$ cat src/rtl/audio_clk_master_pkg.sv
package audio_clk_master_pkg;
  typedef struct packed {
    logic run;     // clocks advance
    logic dbl;     // double speed selected
    logic ratioB;  // 384x family selected
  } clkCtrl_t;
endpackage

$ cat src/rtl/audio_clk_master_ctrl.sv
module audio_clk_master_ctrl
  import audio_clk_master_pkg::*;
#(
  parameter int STRAP_CYCLES = 16
) (
  input  logic     mclk,
  input  logic     rstN,
  input  logic     lrckIn,
  input  logic     sclkIn,
  output clkCtrl_t ctrl,
  output logic     frozen
);
  localparam int CNT_W = $clog2(STRAP_CYCLES + 1);

  logic [1:0]       strapLast;
  logic [CNT_W-1:0] sameCnt;
  logic [1:0]       padNow;
  logic             sameAsLast;

  assign padNow     = {lrckIn, sclkIn};
  assign sameAsLast = (sameCnt != '0) && (padNow == strapLast);

  always_ff @(posedge mclk or negedge rstN) begin
    if (!rstN) begin
      strapLast <= '0;
      sameCnt   <= '0;
      frozen    <= 1'b0;
    end else if (!frozen) begin
      strapLast <= padNow;
      if (sameAsLast) begin
        sameCnt <= sameCnt + 1'b1;
        if (sameCnt == CNT_W'(STRAP_CYCLES - 1)) frozen <= 1'b1;
      end else begin
        sameCnt <= CNT_W'(1);
      end
    end
  end

  assign ctrl.run    = frozen;
  assign ctrl.dbl    = frozen & strapLast[1];
  assign ctrl.ratioB = frozen & strapLast[0];
endmodule

$ cat src/rtl/audio_clk_master_clkgen.sv
module audio_clk_master_clkgen
  import audio_clk_master_pkg::*;
#(
  parameter int BITS_PER_FRAME = 64,
  parameter int RATIO_A        = 256,
  parameter int RATIO_B        = 384
) (
  input  logic     mclk,
  input  logic     rstN,
  input  logic     preDiv,
  input  clkCtrl_t ctrl,
  output logic     sclkOut,
  output logic     lrckOut
);
  localparam int DIV_A = RATIO_A / BITS_PER_FRAME;
  localparam int DIV_B = RATIO_B / BITS_PER_FRAME;
  localparam int DIV_MAX = (DIV_A > DIV_B) ? DIV_A : DIV_B;
  localparam int DIV_W = $clog2(DIV_MAX + 1);
  localparam int BIT_W = $clog2(BITS_PER_FRAME);

  logic             preTog;
  logic             tick;
  logic [DIV_W-1:0] divN;
  logic [DIV_W-1:0] lowLen;
  logic [DIV_W-1:0] cnt, cntNext;
  logic [BIT_W-1:0] bitIdx, bitNext;
  logic             wrap;

  always_comb begin
    divN   = ctrl.ratioB ? DIV_W'(DIV_B) : DIV_W'(DIV_A);
    if (ctrl.dbl) divN = divN >> 1;
    lowLen = divN - (divN >> 1);
  end

  assign tick = ctrl.run && (!preDiv || preTog);
  assign wrap = (cnt == divN - 1'b1);

  always_comb begin
    cntNext = cnt;
    bitNext = bitIdx;
    if (!ctrl.run) begin
      cntNext = '0;
      bitNext = '0;
    end else if (tick) begin
      if (wrap) begin
        cntNext = '0;
        bitNext = (bitIdx == BIT_W'(BITS_PER_FRAME - 1)) ? '0 : bitIdx + 1'b1;
      end else begin
        cntNext = cnt + 1'b1;
      end
    end
  end

  always_ff @(posedge mclk or negedge rstN) begin
    if (!rstN) begin
      preTog  <= 1'b0;
      cnt     <= '0;
      bitIdx  <= '0;
      sclkOut <= 1'b0;
      lrckOut <= 1'b0;
    end else begin
      preTog  <= ctrl.run ? !preTog : 1'b0;
      cnt     <= cntNext;
      bitIdx  <= bitNext;
      sclkOut <= ctrl.run && (cntNext >= lowLen);
      lrckOut <= ctrl.run && (bitNext >= BIT_W'(BITS_PER_FRAME / 2));
    end
  end
endmodule

$ cat src/rtl/audio_clk_master.sv
module audio_clk_master
  import audio_clk_master_pkg::*;
#(
  parameter int STRAP_CYCLES   = 16,
  parameter int BITS_PER_FRAME = 64,
  parameter int RATIO_A        = 256,
  parameter int RATIO_B        = 384
) (
  input  logic mclk,
  input  logic rstN,
  input  logic preDiv,
  input  logic lrckIn,
  input  logic sclkIn,
  output logic lrckOut,
  output logic lrckOe,
  output logic sclkOut,
  output logic sclkOe,
  output logic dblSpeed,
  output logic ratio384,
  output logic ready
);
  clkCtrl_t ctrl;
  logic     frozen;

  audio_clk_master_ctrl #(.STRAP_CYCLES(STRAP_CYCLES)) u_ctrl (
    .mclk(mclk), .rstN(rstN), .lrckIn(lrckIn), .sclkIn(sclkIn),
    .ctrl(ctrl), .frozen(frozen)
  );

  audio_clk_master_clkgen #(
    .BITS_PER_FRAME(BITS_PER_FRAME), .RATIO_A(RATIO_A), .RATIO_B(RATIO_B)
  ) u_clkgen (
    .mclk(mclk), .rstN(rstN), .preDiv(preDiv), .ctrl(ctrl),
    .sclkOut(sclkOut), .lrckOut(lrckOut)
  );

  assign ready    = frozen;
  assign lrckOe   = frozen;
  assign sclkOe   = frozen;
  assign dblSpeed = ctrl.dbl;
  assign ratio384 = ctrl.ratioB;
endmodule

$ cat config.mk
export PLATFORM = sky130hd
export DESIGN_NAME = audio_clk_master
export DESIGN_NICKNAME = d
export VERILOG_FILES = /design/src/rtl/audio_clk_master_pkg.sv /design/src/rtl/audio_clk_master_ctrl.sv /design/src/rtl/audio_clk_master_clkgen.sv /design/src/rtl/audio_clk_master.sv
export SDC_FILE = /design/constraint.sdc
export NUM_CORES = 1
export LEC_CHECK = 0
export BUFFER_PORTS_ARGS = -buffer_cell sky130_fd_sc_hd__buf_4
export CORE_AREA = 8 8 65 50
export DETAILED_ROUTE_END_ITERATION = 12
export DIE_AREA = 0 0 73 58
export GPL_ROUTABILITY_DRIVEN = 0
export PLACE_DENSITY = 0.78
export SLEW_MARGIN = 20
export SYNTH_ARGS = -nofsm -noshare
export SYNTH_HDL_FRONTEND = slang
export SYNTH_HIERARCHICAL = 1
export SYNTH_SLANG_ARGS = --single-unit
$ cat constraint.sdc
create_clock -name mclk -period 3 [get_ports mclk]
set_input_delay 0.75 -clock mclk [delete_from_list [all_inputs] [get_ports mclk]]
set_output_delay 0.75 -clock mclk [all_outputs]
set_load 0.05 [all_outputs]
# After elaboration in Yosys (flattened, before gate mapping)

Cells that the tools add are included.

Bits of input ports: 5
Register bits after elaboration: 20
Word-level logic and storage cells: 43
Output and inout port bits: 7

Add/sub/neg operators: 5
Equality and inequality tests: 4
Bitwise logic cells: 2
Reductions and logical operators: 8
Multiplexer cells: 14
Magnitude comparators: 2

Operators by type and width:

| kind                  | count |
|---|---|
| $mux W6               | 4 |
| $mux W3               | 4 |
| $add A6 B1 Y6 const B | 1 |
| $eq A6 B6 Y1 const B  | 1 |
| $ge A6 B6 Y1 const B  | 1 |
| $add A5 B1 Y5 const B | 1 |
| $eq A5 B4 Y1 const B  | 1 |
| $mux W5               | 1 |
| $reduce_bool A5 Y1    | 1 |
| $logic_and A1 B1 Y1   | 4 |
| $mux W1               | 4 |
| $add A3 B1 Y3 const B | 1 |
| $eq A3 B3 Y1          | 1 |
| $ge A3 B3 Y1          | 1 |
| $sub A3 B1 Y3 const B | 1 |
| $sub A3 B2 Y3         | 1 |
| $and A1 B1 Y1         | 2 |
| $eq A2 B2 Y1          | 1 |
| $logic_not A1 Y1      | 2 |
| $mux W2               | 1 |
| $logic_or A1 B1 Y1    | 1 |

# Depth between registers and ports, before layout

Gate-level depths: netlist (run 1).

Word-level depth: 10
Gate-level depth with buffers: 11
Gate-level depth less buffers: 11

# Hierarchy

Netlist (run 1), hierarchy kept.

By module, submodules not included:

| module                  | cells an instance | seq. area each (µm²) | instances | area an instance (µm²) |
|---|---|---|---|---|
| audio_clk_master_clkgen | 76                | 300.3                | 1         | 780.7 |
| audio_clk_master_ctrl   | 41                | 200.2                | 1         | 437.9 |
| audio_clk_master        | 2                 | 0.0                  | 1         | 15.0 |

# Worst setup path before layout (run 1)

No wires, ideal clock.

Path kind: reg2reg
From: reg u_ctrl.frozen
To: reg u_clkgen.sclkOut
Period minus slack after synthesis: 3.254 ns
Arrival: 3.130 ns
Required time: 2.877 ns
Setup slack: -0.254 ns
Cell stages (with the launch flop): 12
Path buffers: 1
Setup time: 0.123 ns
Cells stage by stage: dfrtp_1 > and2_1 > inv_1 > ha_1 > xor2_1 > and4_1 > buf_6 > nor3_1 > ha_1 > a21o_1 > a21oi_1 > nor2_1

Elaborated cells on any way between the ends: 13
Those cells by class: add/sub: 2; order compare: 1; eq/ne: 1; mux: 5; bitwise: 2; reduce/logical: 2

RTL lines:

| item                          | RTL line                      | text |
|---|---|---|
| start, declared               | audio_clk_master_ctrl.sv:11   | `output logic frozen` |
| start signal, assigned        | audio_clk_master_ctrl.sv:27   | `frozen <= 1'b0;` |
| start signal, assigned        | audio_clk_master_ctrl.sv:32   | `if (sameCnt == CNT_W'(STRAP_CYCLES - 1)) frozen <= 1'b1;` |
| $and A1 B1 Y1                 | audio_clk_master_ctrl.sv:40   | `assign ctrl.dbl = frozen & strapLast[1];` |
| named net dblSpeed            | audio_clk_master.sv:18        | `output logic dblSpeed,` |
| $mux W3                       | audio_clk_master_clkgen.sv:31 | `if (ctrl.dbl) divN = divN >> 1;` |
| $sub A3 B1 Y3                 | audio_clk_master_clkgen.sv:36 | `assign wrap = (cnt == divN - 1'b1);` |
| $eq A3 B3 Y1                  | audio_clk_master_clkgen.sv:36 |  |
| $mux W3                       | audio_clk_master_clkgen.sv:45 | `if (wrap) begin` |
| $mux W3                       | audio_clk_master_clkgen.sv:44 | `end else if (tick) begin` |
| $mux W3                       | audio_clk_master_clkgen.sv:41 | `if (!ctrl.run) begin` |
| named net u_clkgen.cntNext[1] | audio_clk_master_clkgen.sv:25 | `logic [DIV_W-1:0] cnt, cntNext;` |
| $ge A3 B3 Y1                  | audio_clk_master_clkgen.sv:65 | `sclkOut <= ctrl.run && (cntNext >= lowLen);` |
| $logic_and A1 B1 Y1           | audio_clk_master_clkgen.sv:65 |  |
| end signal, assigned          | audio_clk_master_clkgen.sv:65 |  |
| end, declared                 | audio_clk_master_clkgen.sv:12 | `output logic sclkOut,` |

The timed path passes the listed nets, and every way through them passes these cells.
A chain may end at the register's enable or synchronous reset.

# Final worst setup path (run 1)

From: reg u_ctrl.frozen
To: reg u_clkgen.sclkOut

Word-level cells in the longest chain between the ends: 10
Elaborated cells on any way between the ends: 13
Those cells by class: add/sub: 2; order compare: 1; eq/ne: 1; mux: 5; bitwise: 2; reduce/logical: 2

Ends and longest elaborated chain:

| item                          | RTL line                      | text |
|---|---|---|
| $and A1 B1 Y1                 | audio_clk_master_ctrl.sv:41   | `assign ctrl.ratioB = frozen & strapLast[0];` |
| $mux W2                       | audio_clk_master_clkgen.sv:30 | `divN = ctrl.ratioB ? DIV_W'(DIV_B) : DIV_W'(DIV_A);` |
| $mux W3                       | audio_clk_master_clkgen.sv:31 |  |
| $sub A3 B1 Y3                 | audio_clk_master_clkgen.sv:36 |  |
| $eq A3 B3 Y1                  | audio_clk_master_clkgen.sv:36 |  |
| $mux W3                       | audio_clk_master_clkgen.sv:45 |  |
| $mux W3                       | audio_clk_master_clkgen.sv:44 |  |
| $mux W3 *                     | audio_clk_master_clkgen.sv:41 |  |
| named net u_clkgen.cntNext[1] | audio_clk_master_clkgen.sv:25 |  |
| $ge A3 B3 Y1 *                | audio_clk_master_clkgen.sv:65 |  |
| $logic_and A1 B1 Y1 *         | audio_clk_master_clkgen.sv:65 |  |

Mark *: on every way through the listed nets, which the timed path passes. The rest lies on a longest branch.

==> out/metrics.cfg, run 1 <==
[cts]
htree_levels = 1
insertion_delay_ns = 0.30
cts_tree = done
path_clk_slew_ns = 0.12
cts_root_buffer = clkbuf_4
cts_buffers = 3
clock_path_buffers = 2
postCtsHoldBufs = 0
cts_resized = 0
postCtsSetupRepairBufs = 0
clock-sinks = 20

[yosys]
yosys_warnings = 6
synthMuxAreaShare = 0.0254
synthCells = 119
synth_top_cell_by_area = dfrtp_1
synthArstFlopShare = 1.00
syn_area_sq_mm = 0.00123
synthSimpleGateAreaFrac = 0.152
synthTopCellsByArea = dfrtp_1 (41%), ha_1 (13%), nand3_1 (3.2%)
synth_flop_cell = dfrtp_1
synth_adder_area_share = 0.132
synth-edff-count = 0
synth-compound-area-share = 0.173
synth_top_cell_area_share = 0.406
avgSynthCellArea_sq_um = 10.4
yosysMostFrequentCell = dfrtp_1
ys_types = 35
yosys-top-cells-count = dfrtp_1 (20), ha_1 (13), inv_1 (9), nand3_1 (8), nand2_1 (7)
yosysSeqAreaShare = 0.406
ys_seq_elements = 20
syn_nets = 137
synth_xor_area_frac = 0.0497
synth_top_family_by_area = compound AO/OA/AOI/OAI gates

[final_layout]
areaGrowthSynthToFinish_pct = 10.0
fillCellCount = 199
antenna_cells = 0
layout.nets = 149
drive_above_1_share = 0.177
postLayoutCellArea_sq_mm = 0.00136

[routing]
firstDrtPassIters = 4
drc = 0
vias = 914
ant_nets = 0
finalWirelength_um = 2430
wire_per_inst_um = 14.8
drt_iter0_markers = 51
viasPerCell = 5.57

[global_route]
grt_max_degree = 21
grt_usage = 0.127
grt_pass1_wl_um = 4240
first_global_vias = 956
antenna_found_initial = 0
overflow = 0

[place]
portBuffers = 11
dpl.hpwl_um = 1820
placed_area_sq_mm = 0.00133

[hold_path]
hold_path.class = in -> async

[die]
initial_core_util = 0.534
placementRows = 15
die_x_um = 73
io_pins = 12
core_sq_mm = 0.00231
die_h_um = 58
die-area_sq_mm = 0.00423

[pwr]
powerDensity_mw_per_mm2 = 620
peakVddDrop_uv = 271
p_leak_nw = 0.646

[worst_setup_path]
cp-end-kind = register
reg2reg_from = u_ctrl/frozen
critPathMaxFanout = 9
timing.rr.end = u_clkgen/sclkOut
reg2reg_slack_ns = 0.35
path_class = reg -> reg
r2r_cells = 10
worstSetupStartpointType = register
crit_required_ns = 3.20
worstPathArrival_ns = 2.85

[sta]
slew-limit-headroom = 0.694
final-max-slew-violation-count = 0
fin_tns_setup_ns = 0
worstMarginPinSlew_ns = 0.455
rsz0062_at_grt = false
period_share = 0.884
setup_violations = 0
final_hold_viol_count = 0
fin_crit_ns = 2.65
finalClockSkew_ns = 0.0114
max_clock_freq_mhz = 377

[flow_run]
maxCapViolations = 0

[status]
status = completed

[metrics by stage]
step                std cells   util  power [mW]  hold slack (ns)  setup slack [ns]
floorplan                 119      -       0.636            0.394             0.162
global placement          160  0.577       0.690            0.404             0.532
detailed placement        160  0.577       0.712            0.411             0.375
CTS                       164  0.588       0.848            0.302             0.345
global route              164  0.588       0.916            0.297             0.175
finish                    164  0.588       0.841            0.300             0.348
[worst max path at each step]
stage	cells after the start	end	start	slack [ns]
6_report	10	u_clkgen/sclkOut	u_ctrl/frozen	0.35
5_1_grt	10	u_clkgen/sclkOut	u_ctrl/frozen	0.18
4_1_cts	10	u_clkgen/sclkOut	u_ctrl/frozen	0.34
3_5_place_dp	10	u_clkgen/sclkOut	u_ctrl/frozen	0.37
3_3_place_gp	10	u_clkgen/sclkOut	u_ctrl/frozen	0.53
2_1_floorplan	11	u_clkgen/sclkOut	u_ctrl/frozen	0.16
[state kept, by name (all words and copies together), names as in the netlist]
| register | cells |
|---|---|
| u_clkgen/bitIdx | 6 |
| u_clkgen/cnt | 3 |
| u_clkgen/lrckOut | 1 |
| u_clkgen/preTog | 1 |
| u_clkgen/sclkOut | 1 |
| u_ctrl/frozen | 1 |
| u_ctrl/sameCnt | 5 |
| u_ctrl/strapLast | 2 |
[area by class of cell]
type / instances / area [sq um] / share of cell area
clock buffers: 4 / 26.3 / 0.0194
multi-input cells: 84 / 659 / 0.486
repair buffers: 12 / 90.1 / 0.0664
inverters: 10 / 37.5 / 0.0276
flip-flops and latches: 20 / 502 / 0.370
well taps: 34 / 42.5 / 0.0313
[report_power, final]
group | switching (mW) | internal (mW)
combinational | 0.184 | 0.131
sequential | 0.0629 | 0.330
clock | 0.0821 | 0.0518
[critical path: stages, from the launching register on]
cell,delay (ns)
dfrtp_2,0.43
and2_2,0.24
inv_1,0.13
ha_1,0.28
xor2_1,0.18
and4_1,0.48
nor3_1,0.13
ha_1,0.32
a21o_1,0.16
a21oi_1,0.14
nor2_1,0.05
[cell families after synthesis]
logic type | count (synthesis)
adders and majority gates | 13
and+or+nand+nor | 33
buffers and inverters | 15
xor gates and xnor gates | 7
muxes | 3
AOI/OAI and AO/OA | 28
DFF | 20
[per-layer routing]
metal,global-route usage,share of wire,up-vias
met5,0,0,-
met2,0.201,0.47,29
met1,0.162,0.47,435
met3,0.0310,0.050,2
li1,-,-,448
met4,0.0483,0.012,0
[cells in the final DEF (no fill, tap or decap), types with 2 or more instances in the layout]
| cell type | instances |
|---|---|
| a2111oi_2 | 2 |
| a21o_1 | 3 |
| a21oi_1 | 5 |
| a31oi_1 | 3 |
| and2_2 | 2 |
| and3_1 | 3 |
| buf_4 | 12 |
| clkbuf_4 | 3 |
| dfrtp_1 | 19 |
| ha_1 | 13 |
| inv_1 | 9 |
| mux2i_1 | 2 |
| nand2_1 | 7 |
| nand2b_1 | 3 |
| nand3_1 | 8 |
| nor2_1 | 2 |
| nor3_1 | 2 |
| o211ai_1 | 2 |
| o21ai_0 | 4 |
| o31ai_1 | 4 |
| xnor2_1 | 3 |
| xor2_1 | 4 |
Power figures use the tool's default switching activity.
==> run 2: changes to the inputs <==
--- a/config.mk
+++ b/config.mk
@@ -5,12 +5,13 @@
 export SDC_FILE = /design/constraint.sdc
 export NUM_CORES = 1
 export LEC_CHECK = 0
-export BUFFER_PORTS_ARGS = -buffer_cell sky130_fd_sc_hd__buf_4
-export CORE_AREA = 8 8 65 50
+export CORE_AREA = 8 8 79 60
 export DETAILED_ROUTE_END_ITERATION = 12
-export DIE_AREA = 0 0 73 58
+export DIE_AREA = 0 0 87 68
+export DONT_BUFFER_PORTS = 1
 export GPL_ROUTABILITY_DRIVEN = 0
-export PLACE_DENSITY = 0.78
+export GPL_TIMING_DRIVEN = 0
+export PLACE_DENSITY = 0.51
 export SLEW_MARGIN = 20
 export SYNTH_ARGS = -nofsm -noshare
 export SYNTH_HDL_FRONTEND = slang
==> run 2 against run 1 <==
Compared with the run above:
- utilization shrank 21 points
- non-clock buffer count fell by 5
- worst hold slack lost 0.12 ns
- global-route usage decreased by 3.3 points
- cell count rose by 7.9%
- critical endpoint unchanged
- largest cell class unchanged
==> out/metrics.cfg, run 2 (synthesized netlist as in run 1, its figures left out) <==
[sta]
rsz0062_at_grt = false
final_hold_viol_count = 0  ; unchanged
max_clock_freq_mhz = 351  ; -7.0%
worstMarginPinSlew_ns = 0.453  ; -0.00221 ns
whs_ns = 0.180  ; -0.119 ns
fin_crit_ns = 2.85  ; +0.199 ns
slew-limit-headroom = 0.698  ; +0.00440
finalClockSkew_ns = 0.00203  ; -0.00935 ns
setup_violations = 0  ; unchanged
final-max-slew-violation-count = 0  ; unchanged
period_share = 0.950  ; +0.0664

[final_layout]
largest_reg_flops = 6  ; unchanged
areaGrowthSynthToFinish_pct = 12.8
layout.nets = 144  ; -3.4%
final_common_cell = dfrtp_1
drive_above_1_share = 0.160  ; -0.0169
layout_common_cells = dfrtp_1 (19), ha_1 (13), inv_1 (9)
reg.largest.list = u_clkgen/bitIdx (6), u_ctrl/sameCnt (5), u_clkgen/cnt (3)
top_register = u_clkgen/bitIdx
fillCellCount = 373  ; +87%
antenna_cells = 0  ; unchanged

[global_route]
grt_pass1_wl_um = 4250  ; +0.16%
first_global_vias = 859  ; -10%
grt_usage = 0.0941  ; -0.0327
antenna_found_initial = 0  ; unchanged
overflow = 0  ; unchanged
grt_max_degree = 21  ; unchanged

[cts]
cts_tree = done
insertion_delay_ns = 0.26  ; -0.04 ns
htree_levels = 1  ; unchanged
clock-sinks = 20  ; unchanged
path_clk_slew_ns = 0.08  ; -0.04 ns
clock_path_buffers = 2  ; unchanged
cts_buffers = 3  ; unchanged
cts_root_buffer = clkbuf_8

[die]
io_pins = 12  ; unchanged
core_sq_mm = 0.00364  ; +58%
die_x_um = 87  ; +19%
placementRows = 19  ; +4
die-area_sq_mm = 0.00592  ; +40%
die_h_um = 68  ; +17%
initial_core_util = 0.339  ; -0.195

[pwr]
p_clk_frac = 0.222  ; +0.063
p_seq_frac = 0.449  ; -0.018
swShare = 0.367  ; -0.0240
powerDensity_mw_per_mm2 = 668  ; +7.8%
peakVddDrop_uv = 320  ; +18%
finalPower_mw = 0.930  ; +10%
switchingPower_mw = 0.341  ; +3.7%
p_leak_nw = 0.637  ; -1.4%
p_comb_frac = 0.329  ; -0.045
p_int_mw = 0.589  ; +15%

[worst_setup_path]
r2r_cells = 11  ; +1
slowest_stage = dfrtp_4
critPathMaxFanout = 9  ; unchanged
crit_required_ns = 3.14  ; -0.06 ns
cp_common_cell = ha_1
worstPathArrival_ns = 2.99  ; +0.14 ns
cp-end-kind = register
worstSetupStartpointType = register
path_class = reg -> reg
worstPathCellList = and2_4 > inv_1 > ha_1 > xor2_1 > and4_1 > buf_6 > nor3_4 > ha_1 > a21o_1 > a21oi_1 > nor2_1
max_stage_delay_ns = 0.57  ; +0.09 ns

[status]
status = completed

[routing]
vias = 861  ; -5.8%
drt_iter0_markers = 32  ; -37%
ant_nets = 0  ; unchanged
finalWirelength_um = 2510  ; +3.5%
viasPerCell = 4.86  ; -13%
drc = 0  ; unchanged
wire_per_inst_um = 14.2  ; -4.1%
firstDrtPassIters = 4  ; unchanged

[place]
dpl.hpwl_um = 1850  ; +1.7%
portBuffers = 0  ; -11

[flow_run]
maxCapViolations = 0  ; unchanged

[hold_path]
hold_path.class = in -> async

## run 2: cell types whose count changed in the layout (fill, tap and decap cells not counted), sizes merged
cell	change
buf	-6
clkdlybuf4s18	+1
## run 2: layout make-up
| type | count | area [sq um] | share of cell area |
|---|---|---|---|
| repair buffers | 2 | 17.5 | 0.0126 |
| multi-input cells | 84 | 673 | 0.484 |
| clock buffers | 4 | 55.1 | 0.0396 |
| flip-flops and latches | 20 | 504 | 0.362 |
| well taps | 52 | 65.1 | 0.0468 |
| inverters | 10 | 37.5 | 0.0270 |
| plain buffers | 5 | 38.8 | 0.0279 |
## run 2: routing by layer
metal	global-route usage	share of wire
met2	0.139	0.42
met4	0.0321	0.011
met3	0.0336	0.054
met1	0.124	0.51
met5	0	0
## run 2: stage by stage
| stage | cells | setup slack [ns] | cell area (sq um) | TNS, ns | util |
|---|---|---|---|---|---|
| after floorplan | 119 | 0.162 | 1240 | 0 | - |
| after global placement | 171 | -0.145 | 1300 | -0.145 | 0.358 |
| after detailed placement | 171 | -0.228 | 1300 | -0.228 | 0.358 |
| after CTS | 176 | 0.0160 | 1370 | 0 | 0.377 |
| after global routing | 177 | 0.00831 | 1390 | 0 | 0.383 |
| final | 177 | 0.149 | 1390 | 0 | 0.383 |
## run 2: timing repair
action	in CTS	in global routing
hold buffers	0	0
buffers inserted	1	1
pin swaps	0	2
setup endpoints to repair	1	1
gates resized for setup	3	2
## run 2: worst paths after layout
check | from | end | slack [ns]
worst min register to register | u_clkgen/preTog | u_clkgen/preTog | 0.42
min in group mclk | u_clkgen/preTog | u_clkgen/preTog | 0.42
worst max-delay path | u_ctrl/frozen | u_clkgen/sclkOut | 0.15
max in group asynchronous | rstN | u_ctrl/frozen | 2.74
worst max register to register | u_ctrl/frozen | u_clkgen/sclkOut | 0.15
worst min-delay path | rstN | u_ctrl/sameCnt[0] | 0.18
## run 2: power groups by stage
| stage | combinational, mW | sequential (mW) | clock [mW] |
|---|---|---|---|
| after floorplan | 0.229 | 0.407 | 0 |
| after global placement | 0.272 | 0.420 | 0 |
| after detailed placement | 0.280 | 0.422 | 0 |
| after CTS | 0.282 | 0.416 | 0.217 |
| after global routing | 0.351 | 0.425 | 0.232 |
| final | 0.306 | 0.417 | 0.206 |
## run 2: worst max-delay path, delay by kind of cell (launching register included)
kind            cells  cell delay (ns)
simple gates        4             0.78
fa+ha+maj           2             0.60
flops               1             0.57
compound gates      2             0.30
buf+inv             2             0.28
xor+xnor            1             0.18
==> run 3: changes to the inputs <==
--- a/config.mk
+++ b/config.mk
@@ -5,9 +5,9 @@
 export SDC_FILE = /design/constraint.sdc
 export NUM_CORES = 1
 export LEC_CHECK = 0
-export CORE_AREA = 8 8 79 60
+export CORE_AREA = 8 8 77 59
 export DETAILED_ROUTE_END_ITERATION = 12
-export DIE_AREA = 0 0 87 68
+export DIE_AREA = 0 0 85 67
 export DONT_BUFFER_PORTS = 1
 export GPL_ROUTABILITY_DRIVEN = 0
 export GPL_TIMING_DRIVEN = 0
@@ -15,5 +15,4 @@
 export SLEW_MARGIN = 20
 export SYNTH_ARGS = -nofsm -noshare
 export SYNTH_HDL_FRONTEND = slang
-export SYNTH_HIERARCHICAL = 1
 export SYNTH_SLANG_ARGS = --single-unit
==> run 3 against run 2 <==
Compared with the run above:
- combinational power increased by 6%
- wire length decreased by 0.96%
- design area decreased by 6.7%
- non-clock buffer count unchanged
- die area decreased by 3.7%
- count of clock-buffer cells in the layout unchanged
- cell count decreased by 6.8%
- sequential cell count unchanged
- sequential power increased by 2%
- largest cell class unchanged
==> out/metrics.cfg, run 3 <==
[cts]
path_clk_slew_ns = 0.08  ; about the same
htree_levels = 1  ; unchanged
clock-sinks = 20  ; unchanged
cts_root_buffer = clkbuf_8
insertion_delay_ns = 0.26  ; about the same
cts_tree = done
cts_buffers = 3  ; unchanged
clock_path_buffers = 2  ; unchanged
postCtsHoldBufs = 0  ; unchanged

[yosys]
synthTopCellsByArea = dfrtp_1 (43%), ha_1 (9.8%), nand3_1 (3.9%)
ys_seq_elements = 20  ; unchanged
yosys_warnings = 0  ; -6
syn_area_sq_mm = 0.00115  ; -6.5%
synth_top_cell_by_area = dfrtp_1
avgSynthCellArea_sq_um = 9.69  ; -6.5%
synth-edff-count = 0  ; unchanged
synth_top_cell_area_share = 0.434  ; +0.0282
yosysMostFrequentCell = dfrtp_1
synth_flop_cell = dfrtp_1
yosysSeqAreaShare = 0.434  ; +0.0282
yosys-top-cells-count = dfrtp_1 (20), nand2_1 (11), ha_1 (9), nand3_1 (9), inv_1 (7)
synthCells = 119  ; unchanged
syn_nets = 133  ; -2.9%
ys_types = 40  ; +14%
synthArstFlopShare = 1.00  ; unchanged

[die]
die_x_um = 85  ; -2.3%
io_pins = 12  ; unchanged
core_sq_mm = 0.00336  ; -7.7%
placementRows = 18  ; -1
initial_core_util = 0.344  ; +0.00459
die-area_sq_mm = 0.00570  ; -3.7%
die_h_um = 67  ; -1.5%

[routing]
wl_met1_um = 1250  ; -2.6%
drc = 0  ; unchanged
vias = 884  ; +2.7%
firstDrtPassIters = 4  ; unchanged
maxUsedRoutingLayer = met4
viasPerCell = 5.36  ; +10%
ant_nets = 0  ; unchanged
drt_iter0_markers = 23  ; -28%
met2WireLength_um = 1110  ; +4.2%
wire_per_inst_um = 15.1  ; +6.2%
finalWirelength_um = 2490  ; -0.96%
wl_met3_um = 113  ; -17%

[global_route]
first_global_vias = 901  ; +4.9%
overflow = 0  ; unchanged
grt_max_degree = 21  ; unchanged
grt_usage = 0.0936  ; -0.000500
grt_pass1_wl_um = 4280  ; +0.80%
antenna_found_initial = 0  ; unchanged

[final_layout]
antenna_cells = 0  ; unchanged
final_cells = 165  ; -6.8%
final_common_cell = dfrtp_1
utilization = 0.387  ; +0.00450
drive_above_1_share = 0.144  ; -0.0160
reg.largest.list = u_clkgen.bitIdx (6), u_ctrl.sameCnt (5), u_clkgen.cnt (3)
areaGrowthSynthToFinish_pct = 12.6
layout.nets = 140  ; -2.8%
top_register = u_clkgen.bitIdx
largest_reg_flops = 6  ; unchanged
postLayoutCellArea_sq_mm = 0.00130  ; -6.7%
layout_common_cells = dfrtp_1 (19), nand2_1 (11), nand3_1 (8), ha_1 (8), inv_1 (7)

[pwr]
powerDensity_mw_per_mm2 = 715  ; +7.0%
finalPower_mw = 0.929  ; -0.13%
p_comb_frac = 0.348  ; +0.019
switchingPower_mw = 0.346  ; +1.5%
p_leak_nw = 0.641  ; +0.71%
p_clk_frac = 0.195  ; -0.027
p_int_mw = 0.583  ; -1.1%
p_seq_frac = 0.457  ; +0.008
swShare = 0.373  ; +0.00590
peakVddDrop_uv = 296  ; -7.4%

[sta]
finalClockSkew_ns = 0.00544  ; +0.00342 ns
max_clock_freq_mhz = 351  ; about the same
final-max-slew-violation-count = 0  ; unchanged
fin_tns_setup_ns = 0  ; unchanged
timing.final.ws_setup_ns = 0.149  ; -0.000506 ns
slew-limit-headroom = 0.422  ; -0.276
worstMarginPinSlew_ns = 0.861  ; +0.408 ns
final_hold_viol_count = 0  ; unchanged
period_share = 0.950  ; about the same
setup_violations = 0  ; unchanged
rsz0062_at_grt = false
fin_crit_ns = 2.85  ; +0.000506 ns
whs_ns = 0.179  ; -0.00132 ns

[place]
place_ws_ns = -0.324  ; -0.0957 ns
placed_area_sq_mm = 0.00121  ; -7.3%
portBuffers = 0  ; unchanged
dp_cells = 159  ; -7.0%
dpl.hpwl_um = 1770  ; -4.4%

[worst_setup_path]
r2r_cells = 13  ; +2
path_class = reg -> reg
worstPathArrival_ns = 2.99  ; about the same
cp-end-kind = register
worstSetupStartpointType = register
crit_required_ns = 3.14  ; about the same
critPathMaxFanout = 9  ; unchanged

[flow_run]
maxCapViolations = 0  ; unchanged

[status]
status = completed

[hold_path]
hold_path.class = in -> async

==> run 3: cell types whose count changed after synthesis, sizes merged, moves of 3 or more <==
cell / delta
a31oi: -4
ha: -4
nand2: +4
nor2: +3
==> run 3: layout make-up <==
cell class	count	area, sq um
fillers	338	2060
multi-input cells	86	616
flip-flops and latches	20	502
well taps	40	50.0
clock buffers	4	45.0
plain buffers	5	41.3
inverters	8	30.0
repair buffers	2	15.0
==> run 3: final timing paths <==
kind	start	endpoint	slack [ns]
worst min-delay path	rstN	u_ctrl.sameCnt[0]	0.18
worst min register to register	u_clkgen.preTog	u_clkgen.preTog	0.43
worst max-delay path	u_ctrl.frozen	u_clkgen.sclkOut	0.15
worst max register to register	u_ctrl.frozen	u_clkgen.sclkOut	0.15
min in group mclk	u_clkgen.preTog	u_clkgen.preTog	0.43
max in group asynchronous	rstN	u_ctrl.frozen	2.74
==> run 3: cells by family after synthesis <==
logic type,count (synthesis),share of synthesized area
buffers and inverters,13,0.0564
adder cells (fa/ha/maj),9,0.0976
XOR/XNOR,5,0.0380
multiplexers,2,0.0184
other,1,0.00325
AND/OR/NAND/NOR,46,0.222
flip-flops,20,0.434
AO/OA/AOI/OAI,23,0.130
==> run 3: power by group through the flow <==
stage               combinational, mW  sequential [mW]  clock, mW
global route                    0.365            0.436      0.203
global placement                0.297            0.425          0
finish                          0.323            0.425      0.181
floorplan                       0.244            0.408          0
detailed placement              0.308            0.426          0
CTS                             0.325            0.421      0.188
==> run 3: worst max-delay path, cell delays in order, from the launching register on <==
cell	delay [ns]
dfrtp_2	0.57
buf_6	0.16
and2_4	0.26
ha_4	0.25
xnor2_2	0.16
nand3_2	0.10
or2_1	0.24
buf_6	0.14
nand3_1	0.09
ha_1	0.23
nand2b_1	0.14
a21o_1	0.20
a21oi_1	0.14
nor2_1	0.05
==> run 3: per-layer routing <==
layer / vias to the layer above / track usage
li1: 433 / -
met1: 440 / 0.115
met2: 9 / 0.150
met3: 2 / 0.0405
met4: 0 / 0.0199
met5: - / 0
==> run 3: timing repair <==
action	4_1_cts	5_1_grt
cloned	0	0
hold endpoints to repair	0	0
buffers inserted	2	0
setup endpoints to repair	1	1
resized for setup	3	3
